<file path="src/rtl/flash_split_pkg.sv">
package flash_split_pkg;

  typedef enum logic [3:0] {
    ST_IDLE,
    ST_WEN_REQ,
    ST_WEN_WAIT,
    ST_WEL_REQ,
    ST_WEL_WAIT,
    ST_PRG_REQ,
    ST_PRG_DATA,
    ST_PRG_WAIT,
    ST_WIP_REQ,
    ST_WIP_WAIT
  } split_state_e;

  localparam logic [1:0] OP_WREN = 2'd1;
  localparam logic [1:0] OP_PROG = 2'd2;

  // status register bit positions decoded by the poller
  localparam int unsigned STAT_BIT_WIP = 0;
  localparam int unsigned STAT_BIT_WEL = 1;

endpackage

</file>
<file path="src/rtl/fps_chunk.sv">
module fps_chunk #(
  parameter int ADDR_W     = 24,
  parameter int LEN_W      = 16,
  parameter int PAGE_BYTES = 256
) (
  input  logic [ADDR_W-1:0] cur_addr,
  input  logic [LEN_W-1:0]  remaining,
  output logic [LEN_W-1:0]  chunk,
  output logic              last
);
  localparam int OFF_W = $clog2(PAGE_BYTES);

  logic [LEN_W:0] room;

  // bytes left before the next page boundary
  assign room  = (LEN_W+1)'(PAGE_BYTES) - {{(LEN_W+1-OFF_W){1'b0}}, cur_addr[OFF_W-1:0]};
  assign chunk = ({1'b0, remaining} < room) ? remaining : room[LEN_W-1:0];
  assign last  = (remaining == chunk);

endmodule

</file>
<file path="src/rtl/fps_ctrl.sv">
module fps_ctrl
  import flash_split_pkg::*;
#(
  parameter int ADDR_W     = 24,
  parameter int LEN_W      = 16,
  parameter int PAGE_BYTES = 256
) (
  input  logic              clk,
  input  logic              rst_n,
  input  logic              req_valid,
  output logic              req_ready,
  input  logic [ADDR_W-1:0] req_addr,
  input  logic [LEN_W-1:0]  req_len,
  input  logic              s_valid,
  output logic              s_ready,
  input  logic [7:0]        s_data,
  output logic              cmd_valid,
  input  logic              cmd_ready,
  output logic [1:0]        cmd_op,
  output logic [ADDR_W-1:0] cmd_addr,
  output logic [LEN_W-1:0]  cmd_len,
  output logic              cmd_quad,
  output logic [3:0]        cmd_dummy,
  input  logic              cmd_done,
  input  logic              cmd_err,
  output logic              wr_valid,
  input  logic              wr_ready,
  output logic [7:0]        wr_data,
  output logic              poll_valid,
  input  logic              poll_ready,
  output logic [7:0]        poll_mask,
  output logic [7:0]        poll_match,
  input  logic              poll_done,
  input  logic              poll_err,
  output logic              done,
  output logic              err,
  output logic [ADDR_W-1:0] cur_addr,
  output logic [LEN_W-1:0]  remaining,
  input  logic [LEN_W-1:0]  chunk,
  input  logic              last
);
  localparam int OFF_W = $clog2(PAGE_BYTES);
  localparam logic [7:0] WEL_MASK = 8'(1 << STAT_BIT_WEL);
  localparam logic [7:0] WIP_MASK = 8'(1 << STAT_BIT_WIP);

  split_state_e      st_q, st_n;
  logic [ADDR_W-1:0] addr_q, addr_n;
  logic [LEN_W-1:0]  rem_q, rem_n;
  logic [LEN_W-1:0]  beats_q, beats_n;
  logic              done_q, done_n, err_q, err_n;
  logic              ctx_en, beat_en, beat_fire;

  assign beat_fire = wr_valid && wr_ready;

  // next-state process
  always_comb begin
    st_n    = st_q;
    addr_n  = addr_q;
    rem_n   = rem_q;
    beats_n = beats_q;
    done_n  = 1'b0;
    err_n   = 1'b0;
    ctx_en  = 1'b0;
    beat_en = 1'b0;
    case (st_q)
      ST_IDLE: if (req_valid) begin
        ctx_en = 1'b1;
        addr_n = req_addr;
        rem_n  = req_len;
        if (req_len == '0) done_n = 1'b1;
        else               st_n   = ST_WEN_REQ;
      end
      ST_WEN_REQ:  if (cmd_ready) st_n = ST_WEN_WAIT;
      ST_WEN_WAIT: if (cmd_done) begin
        if (cmd_err) begin err_n = 1'b1; st_n = ST_IDLE; end
        else st_n = ST_WEL_REQ;
      end
      ST_WEL_REQ:  if (poll_ready) st_n = ST_WEL_WAIT;
      ST_WEL_WAIT: if (poll_done) begin
        if (poll_err) begin err_n = 1'b1; st_n = ST_IDLE; end
        else st_n = ST_PRG_REQ;
      end
      ST_PRG_REQ: if (cmd_ready) begin
        beat_en = 1'b1;
        beats_n = chunk;
        st_n    = ST_PRG_DATA;
      end
      ST_PRG_DATA: if (beat_fire) begin
        beat_en = 1'b1;
        beats_n = beats_q - 1'b1;
        if (beats_q == LEN_W'(1)) st_n = ST_PRG_WAIT;
      end
      ST_PRG_WAIT: if (cmd_done) begin
        if (cmd_err) begin err_n = 1'b1; st_n = ST_IDLE; end
        else st_n = ST_WIP_REQ;
      end
      ST_WIP_REQ:  if (poll_ready) st_n = ST_WIP_WAIT;
      ST_WIP_WAIT: if (poll_done) begin
        if (poll_err) begin
          err_n = 1'b1;
          st_n  = ST_IDLE;
        end else begin
          ctx_en = 1'b1;
          addr_n = addr_q + ADDR_W'(chunk);
          rem_n  = rem_q - chunk;
          if (last) begin done_n = 1'b1; st_n = ST_IDLE; end
          else st_n = ST_WEN_REQ;
        end
      end
      default: st_n = ST_IDLE;
    endcase
  end

  // register process
  always_ff @(posedge clk or negedge rst_n) begin
    if (!rst_n) begin
      st_q    <= ST_IDLE;
      addr_q  <= '0;
      rem_q   <= '0;
      beats_q <= '0;
      done_q  <= 1'b0;
      err_q   <= 1'b0;
    end else begin
      st_q   <= st_n;
      done_q <= done_n;
      err_q  <= err_n;
      if (ctx_en) begin
        addr_q <= addr_n;
        rem_q  <= rem_n;
      end
      if (beat_en) beats_q <= beats_n;
    end
  end

  assign cur_addr   = addr_q;
  assign remaining  = rem_q;
  assign req_ready  = (st_q == ST_IDLE);
  assign cmd_valid  = (st_q == ST_WEN_REQ) || (st_q == ST_PRG_REQ);
  assign cmd_op     = (st_q == ST_PRG_REQ) ? OP_PROG : OP_WREN;
  assign cmd_addr   = addr_q;
  assign cmd_len    = (st_q == ST_PRG_REQ) ? chunk : '0;
  assign cmd_quad   = (st_q == ST_PRG_REQ);
  assign cmd_dummy  = 4'd0;
  assign poll_valid = (st_q == ST_WEL_REQ) || (st_q == ST_WIP_REQ);
  assign poll_mask  = (st_q == ST_WEL_REQ) ? WEL_MASK : WIP_MASK;
  assign poll_match = (st_q == ST_WEL_REQ) ? WEL_MASK : 8'h00;
  assign wr_valid   = (st_q == ST_PRG_DATA) && s_valid;
  assign s_ready    = (st_q == ST_PRG_DATA) && wr_ready;
  assign wr_data    = s_data;
  assign done       = done_q;
  assign err        = err_q;

  // a program command never runs past its page and is never empty
  a_r1_within_page: assert property (@(posedge clk) disable iff (!rst_n)
    (cmd_valid && cmd_op == OP_PROG) |->
      (cmd_len != '0) &&
      ((int'(cmd_addr[OFF_W-1:0]) + int'(cmd_len)) <= PAGE_BYTES));

  // a pending command keeps its fields until taken
  a_r2_cmd_hold: assert property (@(posedge clk) disable iff (!rst_n)
    (cmd_valid && !cmd_ready) |=> (cmd_valid && $stable(cmd_op) && $stable(cmd_addr)));

  // after an abort the block is idle again
  a_r7_abort_idle: assert property (@(posedge clk) disable iff (!rst_n)
    err |-> req_ready);

  // completion and abort are exclusive
  a_r10_done_err_excl: assert property (@(posedge clk) disable iff (!rst_n)
    done |-> !err);

  // an idle block drives no traffic
  a_r9_idle_quiet: assert property (@(posedge clk) disable iff (!rst_n)
    req_ready |-> (!cmd_valid && !poll_valid && !wr_valid));

endmodule

</file>
<file path="src/rtl/flash_prog_splitter.sv">
module flash_prog_splitter #(
  parameter int ADDR_W     = 24,
  parameter int LEN_W      = 16,
  parameter int PAGE_BYTES = 256
) (
  input  logic              clk,
  input  logic              rst_n,
  input  logic              req_valid,
  output logic              req_ready,
  input  logic [ADDR_W-1:0] req_addr,
  input  logic [LEN_W-1:0]  req_len,
  input  logic              s_valid,
  output logic              s_ready,
  input  logic [7:0]        s_data,
  output logic              cmd_valid,
  input  logic              cmd_ready,
  output logic [1:0]        cmd_op,
  output logic [ADDR_W-1:0] cmd_addr,
  output logic [LEN_W-1:0]  cmd_len,
  output logic              cmd_quad,
  output logic [3:0]        cmd_dummy,
  input  logic              cmd_done,
  input  logic              cmd_err,
  output logic              wr_valid,
  input  logic              wr_ready,
  output logic [7:0]        wr_data,
  output logic              poll_valid,
  input  logic              poll_ready,
  output logic [7:0]        poll_mask,
  output logic [7:0]        poll_match,
  input  logic              poll_done,
  input  logic              poll_err,
  output logic              done,
  output logic              err
);
  logic [ADDR_W-1:0] cur_addr;
  logic [LEN_W-1:0]  remaining;
  logic [LEN_W-1:0]  chunk;
  logic              last;

  fps_chunk #(.ADDR_W(ADDR_W), .LEN_W(LEN_W), .PAGE_BYTES(PAGE_BYTES)) u_chunk (
    .cur_addr (cur_addr),
    .remaining(remaining),
    .chunk    (chunk),
    .last     (last)
  );

  fps_ctrl #(.ADDR_W(ADDR_W), .LEN_W(LEN_W), .PAGE_BYTES(PAGE_BYTES)) u_ctrl (
    .clk       (clk),
    .rst_n     (rst_n),
    .req_valid (req_valid),
    .req_ready (req_ready),
    .req_addr  (req_addr),
    .req_len   (req_len),
    .s_valid   (s_valid),
    .s_ready   (s_ready),
    .s_data    (s_data),
    .cmd_valid (cmd_valid),
    .cmd_ready (cmd_ready),
    .cmd_op    (cmd_op),
    .cmd_addr  (cmd_addr),
    .cmd_len   (cmd_len),
    .cmd_quad  (cmd_quad),
    .cmd_dummy (cmd_dummy),
    .cmd_done  (cmd_done),
    .cmd_err   (cmd_err),
    .wr_valid  (wr_valid),
    .wr_ready  (wr_ready),
    .wr_data   (wr_data),
    .poll_valid(poll_valid),
    .poll_ready(poll_ready),
    .poll_mask (poll_mask),
    .poll_match(poll_match),
    .poll_done (poll_done),
    .poll_err  (poll_err),
    .done      (done),
    .err       (err),
    .cur_addr  (cur_addr),
    .remaining (remaining),
    .chunk     (chunk),
    .last      (last)
  );

endmodule

</file>
<file path="config.mk">
export PLATFORM = sky130hd
export DESIGN_NAME = flash_prog_splitter
export DESIGN_NICKNAME = d
export VERILOG_FILES = /design/src/rtl/flash_split_pkg.sv /design/src/rtl/fps_chunk.sv /design/src/rtl/fps_ctrl.sv /design/src/rtl/flash_prog_splitter.sv
export SDC_FILE = /design/constraint.sdc
export NUM_CORES = 1
export LEC_CHECK = 0
export BUFFER_PORTS_ARGS = -buffer_cell sky130_fd_sc_hd__clkbuf_2
export CAP_MARGIN = 20
export CORE_ASPECT_RATIO = 0.5
export CORE_MARGIN = 5
export CORE_UTILIZATION = 48
export DETAILED_ROUTE_END_ITERATION = 16
export PLACE_DENSITY = 0.72
export SLEW_MARGIN = 20
export SYNTH_ARGS = -nofsm -noshare
export SYNTH_HDL_FRONTEND = slang
export SYNTH_HIERARCHICAL = 1
export SYNTH_SLANG_ARGS = --single-unit
</file>
<file path="constraint.sdc">
create_clock -name clk -period 11.61 [get_ports clk]
set_input_delay 2.322 -clock clk [delete_from_list [all_inputs] [get_ports clk]]
set_output_delay 2.322 -clock clk [all_outputs]
set_load 0.01 [all_outputs]
</file>
-- Yosys cells after proc, flatten, opt, wreduce, memory -nomap -nowiden
Cells that the tools add are included.
- flip-flop bits (word level): 62
- output and inout port bits: 78
- reduce and logical (&&, ||, !) cells: 14
- $add $sub $neg: 4
- muxes and demuxes: 52
- $lt $le $gt $ge: 1
- eq/ne operators: 24
- operator list (cell ; count):
    2-to-1 mux 16 bit ; 7
    2-to-1 mux 24 bit ; 3
    case mux 16 bit (2 select lines) ; 2
    2-to-1 mux 4 bit ; 14
    case mux 24 bit (2 select lines) ; 1
    case mux 4 bit (10 select lines) ; 1
    adder 24 x 16 -> 24 bit ; 1
    != test 2 bit (second input constant) ; 11
    < comparator 16 x 17 -> 1 bit ; 1
    equality test 16 x 1 -> 1 bit (second input constant) ; 1
    equality test 16 bit ; 1
    equality test 4 x 3 -> 1 bit (second input constant) ; 4
    zero test 16 bit ; 1
    subtractor 16 x 1 -> 16 bit (second input constant) ; 1
    subtractor 16 bit ; 1
    2-to-1 mux 1 bit ; 15
    AND reduction 12 bit ; 1
    subtractor 9 x 8 -> 10 bit (first input constant) ; 1
    equality test 4 x 2 -> 1 bit (second input constant) ; 2
    equality test 4 bit (second input constant) ; 2
    2-to-1 mux 2 bit ; 4
    case mux 1 bit (2 select lines) ; 4
    AND reduction 5 bit ; 1
    equality test 4 x 1 -> 1 bit (second input constant) ; 1
    other kinds (8) ; 14

-- Longest topological paths before layout
Gate-level depths: netlist (run 1).
- depth after elaboration: 8
- mapped depth: 24
- depth with buffers taken out: 22

-- Modules after synthesis
The synthesis (run 1) kept the hierarchy.
- modules (own cells, without submodules) (module ; area an instance (um^2) ; times used ; cells an instance ; seq. area each (um^2)):
    fps_ctrl ; 5574.1 ; 1 ; 715 ; 1551.5
    fps_chunk ; 654.4 ; 1 ; 85 ; 0.0

-- Worst setup path before layout (run 1)
OpenSTA, ideal clock, no wires.
- path kind: reg2out
- start point: register u_ctrl.addr_q[0], in the netlist u_ctrl/cmd_addr[0]
- end point: output port cmd_len[1]
- required time: 9.288 ns
- data arrival time: 3.087 ns
- setup slack: 6.201 ns
- buffers on the path: 2
- stages on the path, launching flop included: 17
- cells stage by stage: dfrtp_1 > buf_4 > inv_1 > ha_1 > nor3b_1 > nand2_1 > xor2_1 > inv_1 > ha_1 > a21oi_1 > nor2b_1 > o21ai_0 > o311a_1 > buf_6 > mux2_1 > inv_1 > nor2_1
- cells in the longest elaborated chain, start to end: 4
- RTL lines (what ; RTL line ; source):
    start: declaration ; fps_ctrl.sv:47 ; logic [ADDR_W-1:0] addr_q, addr_n;
    start signal: assignment ; fps_ctrl.sv:128 ; addr_q <= addr_n;
    subtractor 9 x 8 -> 10 bit (*) ; fps_chunk.sv:16 ; assign room = (LEN_W+1)'(PAGE_BYTES) - {{(LEN_W+1-OFF_W){1'b0}}, cur_addr[OFF_W-1:0]};
    < comparator 16 x 17 -> 1 bit ; fps_chunk.sv:17 ; assign chunk = ({1'b0, remaining} < room) ? remaining : room[LEN_W-1:0];
    2-to-1 mux 16 bit (*) ; fps_chunk.sv:17 ;
    via chunk[1] ; flash_prog_splitter.sv:38 ; logic [LEN_W-1:0] chunk;
    2-to-1 mux 16 bit (*) ; fps_ctrl.sv:141 ; assign cmd_len = (st_q == ST_PRG_REQ) ? chunk : '0;
    end: declaration ; flash_prog_splitter.sv:19 ; output logic [LEN_W-1:0] cmd_len,
The timed path passes the listed nets; every way through them passes the cells marked *.

-- Worst setup path in the final report (run 1)
Same ends and word-level chain as after synthesis.

==> results of run 1 <==
## metal layers
layer	vias up	track usage (%)	wire, um
li1	2872	-	-
met1	2831	35.1	8650
met2	313	35.6	7990
met3	31	5.35	1850
met4	0	5.63	247
met5	-	0	0
## where the power goes
group / internal, W / total, W / switching, W
clock network: 0.000180 / 0.000278 / 0.0000982
registers: 0.000317 / 0.000486 / 0.000169
logic: 0.000554 / 0.00134 / 0.000787
total: 0.00105 / 0.00211 / 0.00105
## registers in the layout, indices dropped and copies added (netlist names)
| signal | cells |
|---|---|
| u_ctrl/st_q | 4 |
| u_ctrl/done | 1 |
| u_ctrl/err | 1 |
| u_ctrl/cmd_addr | 24 |
| u_ctrl/remaining | 16 |
| u_ctrl/beats_q | 16 |
## metrics by stage
stage / total power [W] / hold slack, ps / std cells / utilization (%) / setup WS [ps]
6_report: 0.00211 / 507 / 1013 / 53.6 / 5190
5_1_grt: 0.00227 / 562 / 1013 / 53.6 / 4930
4_1_cts: 0.00207 / 508 / 1012 / 53.5 / 5220
3_5_place_dp: 0.00178 / 497 / 999 / 51.1 / 5590
3_3_place_gp: 0.00176 / 479 / 999 / 51.1 / 5720
2_1_floorplan: 0.00148 / 464 / 806 / - / 6200
## cell type report
type,instances,area share [%]
clock buffer,12,3.96
clock inverter,1,0.446
tap,170,3.16
timing repair buffer,102,7.92
inverter,47,2.62
sequential,62,23.1
multi-input combinational,619,58.8
## worst max path at each step
stage,endpoint,slack [ps]
5_1_grt,cmd_len[1],4930
6_report,cmd_len[1],5190
3_5_place_dp,cmd_len[1],5590
2_1_floorplan,cmd_len[1],6200
4_1_cts,cmd_len[1],5220
3_3_place_gp,cmd_len[1],5720
## worst max-delay path: stages, from the launching register on
cell	delay [ps]
sky130_fd_sc_hd__dfrtp_1	460
sky130_fd_sc_hd__inv_1	90
sky130_fd_sc_hd__ha_1	220
sky130_fd_sc_hd__nor3b_1	490
sky130_fd_sc_hd__nand2_1	130
sky130_fd_sc_hd__xor2_1	260
sky130_fd_sc_hd__inv_1	70
sky130_fd_sc_hd__ha_1	300
sky130_fd_sc_hd__nand4_1	100
sky130_fd_sc_hd__nor2_1	60
sky130_fd_sc_hd__nor3_1	180
sky130_fd_sc_hd__o311a_1	560
sky130_fd_sc_hd__mux2_1	430
sky130_fd_sc_hd__inv_1	180
sky130_fd_sc_hd__nor2_1	70
sky130_fd_sc_hd__clkbuf_2	150
## cell usage in the layout, fill, tap and decap left out, types with 10 or more instances in the layout
| master | instances |
|---|---|
| sky130_fd_sc_hd__o21ai_0 | 54 |
| sky130_fd_sc_hd__conb_1 | 24 |
| sky130_fd_sc_hd__nand4_1 | 10 |
| sky130_fd_sc_hd__a31oi_1 | 11 |
| sky130_fd_sc_hd__nor3_1 | 17 |
| sky130_fd_sc_hd__inv_1 | 47 |
| sky130_fd_sc_hd__a21oi_1 | 61 |
| sky130_fd_sc_hd__dfrtp_1 | 62 |
| sky130_fd_sc_hd__o211ai_1 | 11 |
| sky130_fd_sc_hd__ha_1 | 42 |
| sky130_fd_sc_hd__clkbuf_2 | 96 |
| sky130_fd_sc_hd__xnor2_1 | 20 |
| sky130_fd_sc_hd__xor2_1 | 12 |
| sky130_fd_sc_hd__nand3_1 | 33 |
| sky130_fd_sc_hd__and3_1 | 10 |
| sky130_fd_sc_hd__a211oi_1 | 10 |
| sky130_fd_sc_hd__nand2_1 | 69 |
| sky130_fd_sc_hd__nor2_1 | 73 |
| sky130_fd_sc_hd__a22oi_1 | 10 |
| sky130_fd_sc_hd__nor4_1 | 10 |
==> qor.json, run 1 <==
{
  "yosys_warnings": {"value": 6},
  "portBuffers": {"value": 96},
  "mappedNetlistArea": {"value": 0.00611, "unit": "sq mm"},
  "min_period_over_period": {"value": 55.3, "unit": "%"},
  "multi_input_area": {"value": 0.00396, "unit": "sq mm"},
  "ant_nets": {"value": 0},
  "worst_pin_slew": {"value": 980, "unit": "ps"},
  "vias_in_the_first_global_route": {"value": 5580},
  "placedInstanceArea": {"value": 0.00642, "unit": "sq mm"},
  "floorplan.die_area": {"value": 0.0152, "unit": "sq mm"},
  "drive_gt1_share": {"value": 16.0, "unit": "%"},
  "report.final.hold_viol_count": {"value": 0},
  "worst_hold_path.num_cells": {"value": 2},
  "worst_hold_path.endpoint": {"value": "u_ctrl/beats_q[10]$_DFFE_PN0P_"},
  "run_status": {"value": "complete, no violations"},
  "core-area": {"value": 0.0126, "unit": "sq mm"},
  "dieWidth": {"value": 170, "unit": "um"},
  "fmax": {"value": 0.156, "unit": "GHz"},
  "setup_viol_count_final": {"value": 0},
  "cts_hold_repair.buffers": {"value": 0},
  "final_max_slew_viol_count": {"value": 0},
  "dp.final_hpwl": {"value": 13900, "unit": "um"},
  "r2r.worst_path.cells": {"value": 20},
  "grt_overflow_total": {"value": 0},
  "clk_path_buf_depth": {"value": 2},
  "critical_path.endpoint_type": {"value": "output pin"},
  "register_area": {"value": 0.00155, "unit": "sq mm"},
  "synthesis.instances": {"value": 784},
  "cts.sink_count": {"value": 62},
  "cts_inserted_buffers": {"value": 9},
  "clock_tree_from_tritoncts": {"value": "done"},
  "totalNegativeSetupSlack": {"value": 0, "unit": "ps"},
  "slew_headroom": {"value": 34.6, "unit": "%"},
  "grt_antenna_before_repair": {"value": 0},
  "io_pins": {"value": 137},
  "drt_drc_violations_left": {"value": 0},
  "via_count": {"value": 6047},
  "clk_pin_slew_worst_paths": {"value": 50, "unit": "ps"},
  "clock_latency": {"value": 340, "unit": "ps"},
  "fin_skew": {"value": 7.43, "unit": "ps"},
  "timing.critical_path.from": {"value": "u_ctrl/cmd_addr[0]$_DFFE_PN0P_"},
  "cts.repair.resized": {"value": 0},
  "die-height": {"value": 89.8, "unit": "um"},
  "insertedDiodeCount": {"value": 0},
  "row_count": {"value": 29},
  "fillers": {"value": 1201},
  "start_kind": {"value": "flop"},
  "drt_wl_total": {"value": 18700, "unit": "um"},
  "critPathArrivalTime": {"value": 4100, "unit": "ps"},
  "gp_routability_congestion": {"value": 0.932},
  "design_area": {"value": 0.00673, "unit": "sq mm"},
  "min_path_type": {"value": "reg -> reg"},
  "reg2reg_setup_slack": {"value": 5690, "unit": "ps"},
  "root_buffer": {"value": "sky130_fd_sc_hd__clkbuf_16"},
  "drtPass1Iterations": {"value": 5},
  "h_tree_lvl_count": {"value": 3},
  "drt_iter0_markers": {"value": 628},
  "cts.repair_timing.setup_buffer_count": {"value": 0},
  "criticalPathCategory": {"value": "reg -> out"},
  "grt_pass1_wl": {"value": 29500, "unit": "um"},
  "floorplan.initialDensity": {"value": 48.7, "unit": "%"},
  "nets_final": {"value": 944},
  "min_period": {"value": 6420, "unit": "ps"},
  "r2r_end": {"value": "u_ctrl/cmd_addr[15]$_DFFE_PN0P_"},
  "grt_setup_unrepaired": {"value": "no"},
  "power_density": {"value": 313, "unit": "mW/mm^2"},
  "required": {"value": 9290, "unit": "ps"},
  "critical_path_peak_fanout": {"value": 10},
  "grt_start_max_net_pins": {"value": 63},
  "drt-vias-per-instance": {"value": 5.97},
  "max_capacitance_violation_count": {"value": 0},
  "grt_util_all_layers": {"value": 23.9, "unit": "%"},
  "vdd_drop_max": {"value": 105, "unit": "uV"},
  "syn_to_final_growth": {"value": 10.2, "unit": "%"},
  "regToRegStartpoint": {"value": "u_ctrl/cmd_addr[0]$_DFFE_PN0P_"},
  "detail_route.wl_per_cell": {"value": 18.5, "unit": "um"},
  "total_leakage_power": {"value": 3.07, "unit": "nW"},
  "post_synth.cell_area_avg": {"value": 7.79, "unit": "sq um"},
  "hp-start": {"value": "u_ctrl/beats_q[10]$_DFFE_PN0P_"}
}
Power figures use the tool's default switching activity.
==> run 2, diff against run 1 <==
Clock period 11.61 ns to 6 ns, I/O delays scaled along.
==> run 2 against run 1 <==
Compared with the run above:
- worst setup slack lost 4700 ps
- non-clock buffer count shrank 1
- global-route usage shrank 0.18 points
- sequential share of layout area grew 0.12 points
- first-iteration DRC count shrank 26%
- clock-buffer cell count is the same
- via count shrank 0.21%
- clock power grew 80%
- largest cell class unchanged
==> qor.json, run 2 (synthesis results as in run 1) <==
{
  "run_status": {"value": "complete, no violations"},
  "dp.final_hpwl": {"value": 13600, "unit": "um"},
  "h_tree_lvl_count": {"value": 3},
  "drtPass1Iterations": {"value": 5},
  "dieWidth": {"value": 170, "unit": "um"},
  "ant_nets": {"value": 0},
  "crit_path_cell_trace": {"value": "nor4_1 -> nand3b_1 -> xor2_1 -> inv_1 -> ha_1 -> nand4_1 -> nor2_1 -> nor3_1 -> o311a_2 -> mux2_1 -> ha_1 -> a211oi_1 -> o21bai_1 -> a211oi_1 -> nor3b_1 -> o31a_1 -> xor2_1 -> o211ai_1"},
  "layout_commonest_cell": {"value": "sky130_fd_sc_hd__clkbuf_2"},
  "drt_drc_violations_left": {"value": 0},
  "critical-path-slowest-cell": {"value": "sky130_fd_sc_hd__nor4_1"},
  "portBuffers": {"value": 96},
  "root_buffer": {"value": "sky130_fd_sc_hd__clkbuf_16"},
  "core-area": {"value": 0.0126, "unit": "sq mm"},
  "grt_overflow_total": {"value": 0},
  "largest_register_ff_count": {"value": 24},
  "critical_path_peak_fanout": {"value": 10},
  "final_cell_mix": {"value": "sky130_fd_sc_hd__clkbuf_2, sky130_fd_sc_hd__nor2_1, sky130_fd_sc_hd__nand2_1, sky130_fd_sc_hd__dfrtp_1, sky130_fd_sc_hd__a21oi_1"},
  "grt_util_all_layers": {"value": 23.7, "unit": "%"},
  "cell_internal_pwr": {"value": 0.00199, "unit": "W"},
  "grt_start_max_net_pins": {"value": 63},
  "grt_antenna_before_repair": {"value": 0},
  "critPathArrivalTime": {"value": 5740, "unit": "ps"},
  "clock_tree_from_tritoncts": {"value": "done"},
  "cts_inserted_buffers": {"value": 9},
  "row_count": {"value": 29},
  "io_pins": {"value": 137},
  "grt_setup_unrepaired": {"value": "no"},
  "final_max_slew_viol_count": {"value": 0},
  "grt_pass1_wl": {"value": 29600, "unit": "um"},
  "drt_iter0_markers": {"value": 463},
  "nets_final": {"value": 943},
  "total_leakage_power": {"value": 3.05, "unit": "nW"},
  "clk_path_buf_depth": {"value": 2},
  "syn_to_final_growth": {"value": 9.61, "unit": "%"},
  "critical_path.n_buffers_inverters": {"value": 1},
  "fillers": {"value": 1236},
  "critical-path-max-stage-delay": {"value": 570, "unit": "ps"},
  "drt_wl_total": {"value": 18200, "unit": "um"},
  "critical_path.endpoint_type": {"value": "flop"},
  "required": {"value": 6210, "unit": "ps"},
  "gp_routability_congestion": {"value": 0.939},
  "die-height": {"value": 89.8, "unit": "um"},
  "vdd_drop_max": {"value": 196, "unit": "uV"},
  "slew_headroom": {"value": 31.2, "unit": "%"},
  "floorplan.die_area": {"value": 0.0152, "unit": "sq mm"},
  "fin_skew": {"value": 6.40, "unit": "ps"},
  "clock_latency": {"value": 330, "unit": "ps"},
  "drive_gt1_share": {"value": 15.9, "unit": "%"},
  "power_frac_clock": {"value": 12.5, "unit": "%"},
  "cts.sink_count": {"value": 62},
  "max_capacitance_violation_count": {"value": 0},
  "detail_route.wl_per_cell": {"value": 18.0, "unit": "um"},
  "drt-vias-per-instance": {"value": 5.96},
  "fmax": {"value": 0.181, "unit": "GHz"},
  "vias_in_the_first_global_route": {"value": 5688},
  "clk_pin_slew_worst_paths": {"value": 60, "unit": "ps"},
  "sw_frac_of_total": {"value": 50.3, "unit": "%"},
  "sequential_power_share": {"value": 23.3, "unit": "%"},
  "min_period_over_period": {"value": 92.2, "unit": "%"},
  "min_path_type": {"value": "reg -> reg"},
  "totalNegativeSetupSlack": {"value": 0, "unit": "ps"},
  "critical-path-top-delay-family": {"value": "compound AO/OA/AOI/OAI gates"},
  "worst_pin_slew": {"value": 1030, "unit": "ps"},
  "report.final.hold_viol_count": {"value": 0},
  "setup_viol_count_final": {"value": 0},
  "via_count": {"value": 6034},
  "total_net_switching_power": {"value": 0.00202, "unit": "W"},
  "min_period": {"value": 5530, "unit": "ps"},
  "insertedDiodeCount": {"value": 0},
  "start_kind": {"value": "flop"},
  "power_frac_comb": {"value": 64.2, "unit": "%"},
  "criticalPathCategory": {"value": "reg -> reg"},
  "worst_hold_slack": {"value": 519, "unit": "ps"},
  "power_density": {"value": 599, "unit": "mW/mm^2"},
  "floorplan.initialDensity": {"value": 48.7, "unit": "%"}
}
## run 2: final cells by class
type                       count  area, sq um  share of cell area (%)
clock inverter                 2         35.0                   0.523
clock buffer                  12          236                    3.53
inverter                      47          176                    2.64
timing repair buffer         101          518                    7.74
multi-input combinational    619         3970                    59.2
sequential                    62         1550                    23.2
tap                          170          213                    3.18
## run 2: worst reg2reg max path: stages (launching register included)
cell                       delay, ps
sky130_fd_sc_hd__dfrtp_1         490
sky130_fd_sc_hd__nor4_1          570
sky130_fd_sc_hd__nand3b_1        160
sky130_fd_sc_hd__xor2_1          280
sky130_fd_sc_hd__inv_1            80
sky130_fd_sc_hd__ha_1            300
sky130_fd_sc_hd__nand4_1         130
sky130_fd_sc_hd__nor2_1           60
sky130_fd_sc_hd__nor3_1          190
sky130_fd_sc_hd__o311a_2         370
sky130_fd_sc_hd__mux2_1          420
sky130_fd_sc_hd__ha_1            320
sky130_fd_sc_hd__a211oi_1        390
sky130_fd_sc_hd__o21bai_1        190
sky130_fd_sc_hd__a211oi_1        470
sky130_fd_sc_hd__nor3b_1         480
sky130_fd_sc_hd__o31a_1          250
sky130_fd_sc_hd__xor2_1          170
sky130_fd_sc_hd__o211ai_1         90
## run 2: metal layers
metal	track usage, %	vias up	wire length, um
met5	0	-	0
met4	6.10	0	273
met3	4.21	29	1620
met2	36.1	276	7840
met1	34.7	2851	8450
li1	-	2878	-
## run 2: power by group through the flow
stage	Clock, W	Sequential [W]	Combinational, W
6_report	0.000501	0.000935	0.00257
5_1_grt	0.000529	0.000974	0.00286
4_1_cts	0.000511	0.000927	0.00252
3_5_place_dp	0	0.000930	0.00248
3_3_place_gp	0	0.000922	0.00244
2_1_floorplan	0	0.000830	0.00204
## run 2: path summary, 6_finish.rpt
path / from / end / slack, ps / cells past startpoint
worst min register to register: u_ctrl/beats_q[10]$_DFFE_PN0P_ / u_ctrl/beats_q[10]$_DFFE_PN0P_ / 520 / 2
worst max-delay path: u_ctrl/cmd_addr[2]$_DFFE_PN0P_ / u_ctrl/cmd_addr[15]$_DFFE_PN0P_ / 470 / 18
worst min-delay path: u_ctrl/beats_q[10]$_DFFE_PN0P_ / u_ctrl/beats_q[10]$_DFFE_PN0P_ / 520 / 2
worst max register to register: u_ctrl/cmd_addr[2]$_DFFE_PN0P_ / u_ctrl/cmd_addr[15]$_DFFE_PN0P_ / 470 / 18
min in group asynchronous: rst_n / u_ctrl/cmd_addr[17]$_DFFE_PN0P_ / 1050 / 2
max in group asynchronous: rst_n / u_ctrl/cmd_addr[3]$_DFFE_PN0P_ / 4360 / 2
## run 2: stage by stage
| stage | cell area (sq um) | std cells | util, % | setup WS, ps | total power [W] |
|---|---|---|---|---|---|
| 2_1_floorplan | 6190 | 806 | - | 1170 | 0.00287 |
| 3_3_place_gp | 6420 | 999 | 51.1 | 585 | 0.00336 |
| 3_5_place_dp | 6420 | 999 | 51.1 | 387 | 0.00342 |
| 4_1_cts | 6690 | 1013 | 53.3 | 287 | 0.00395 |
| 5_1_grt | 6700 | 1013 | 53.3 | 93.0 | 0.00436 |
| 6_report | 6700 | 1013 | 53.3 | 468 | 0.00401 |
## run 2: what timing repair did
action                                  in CTS  in global routing
hold buffers                                 0                  0
endpoints found under the setup margin       0                  8
hold endpoints to repair                     0                  0
gates resized for setup                      0                  2
setup buffers                                0                  0
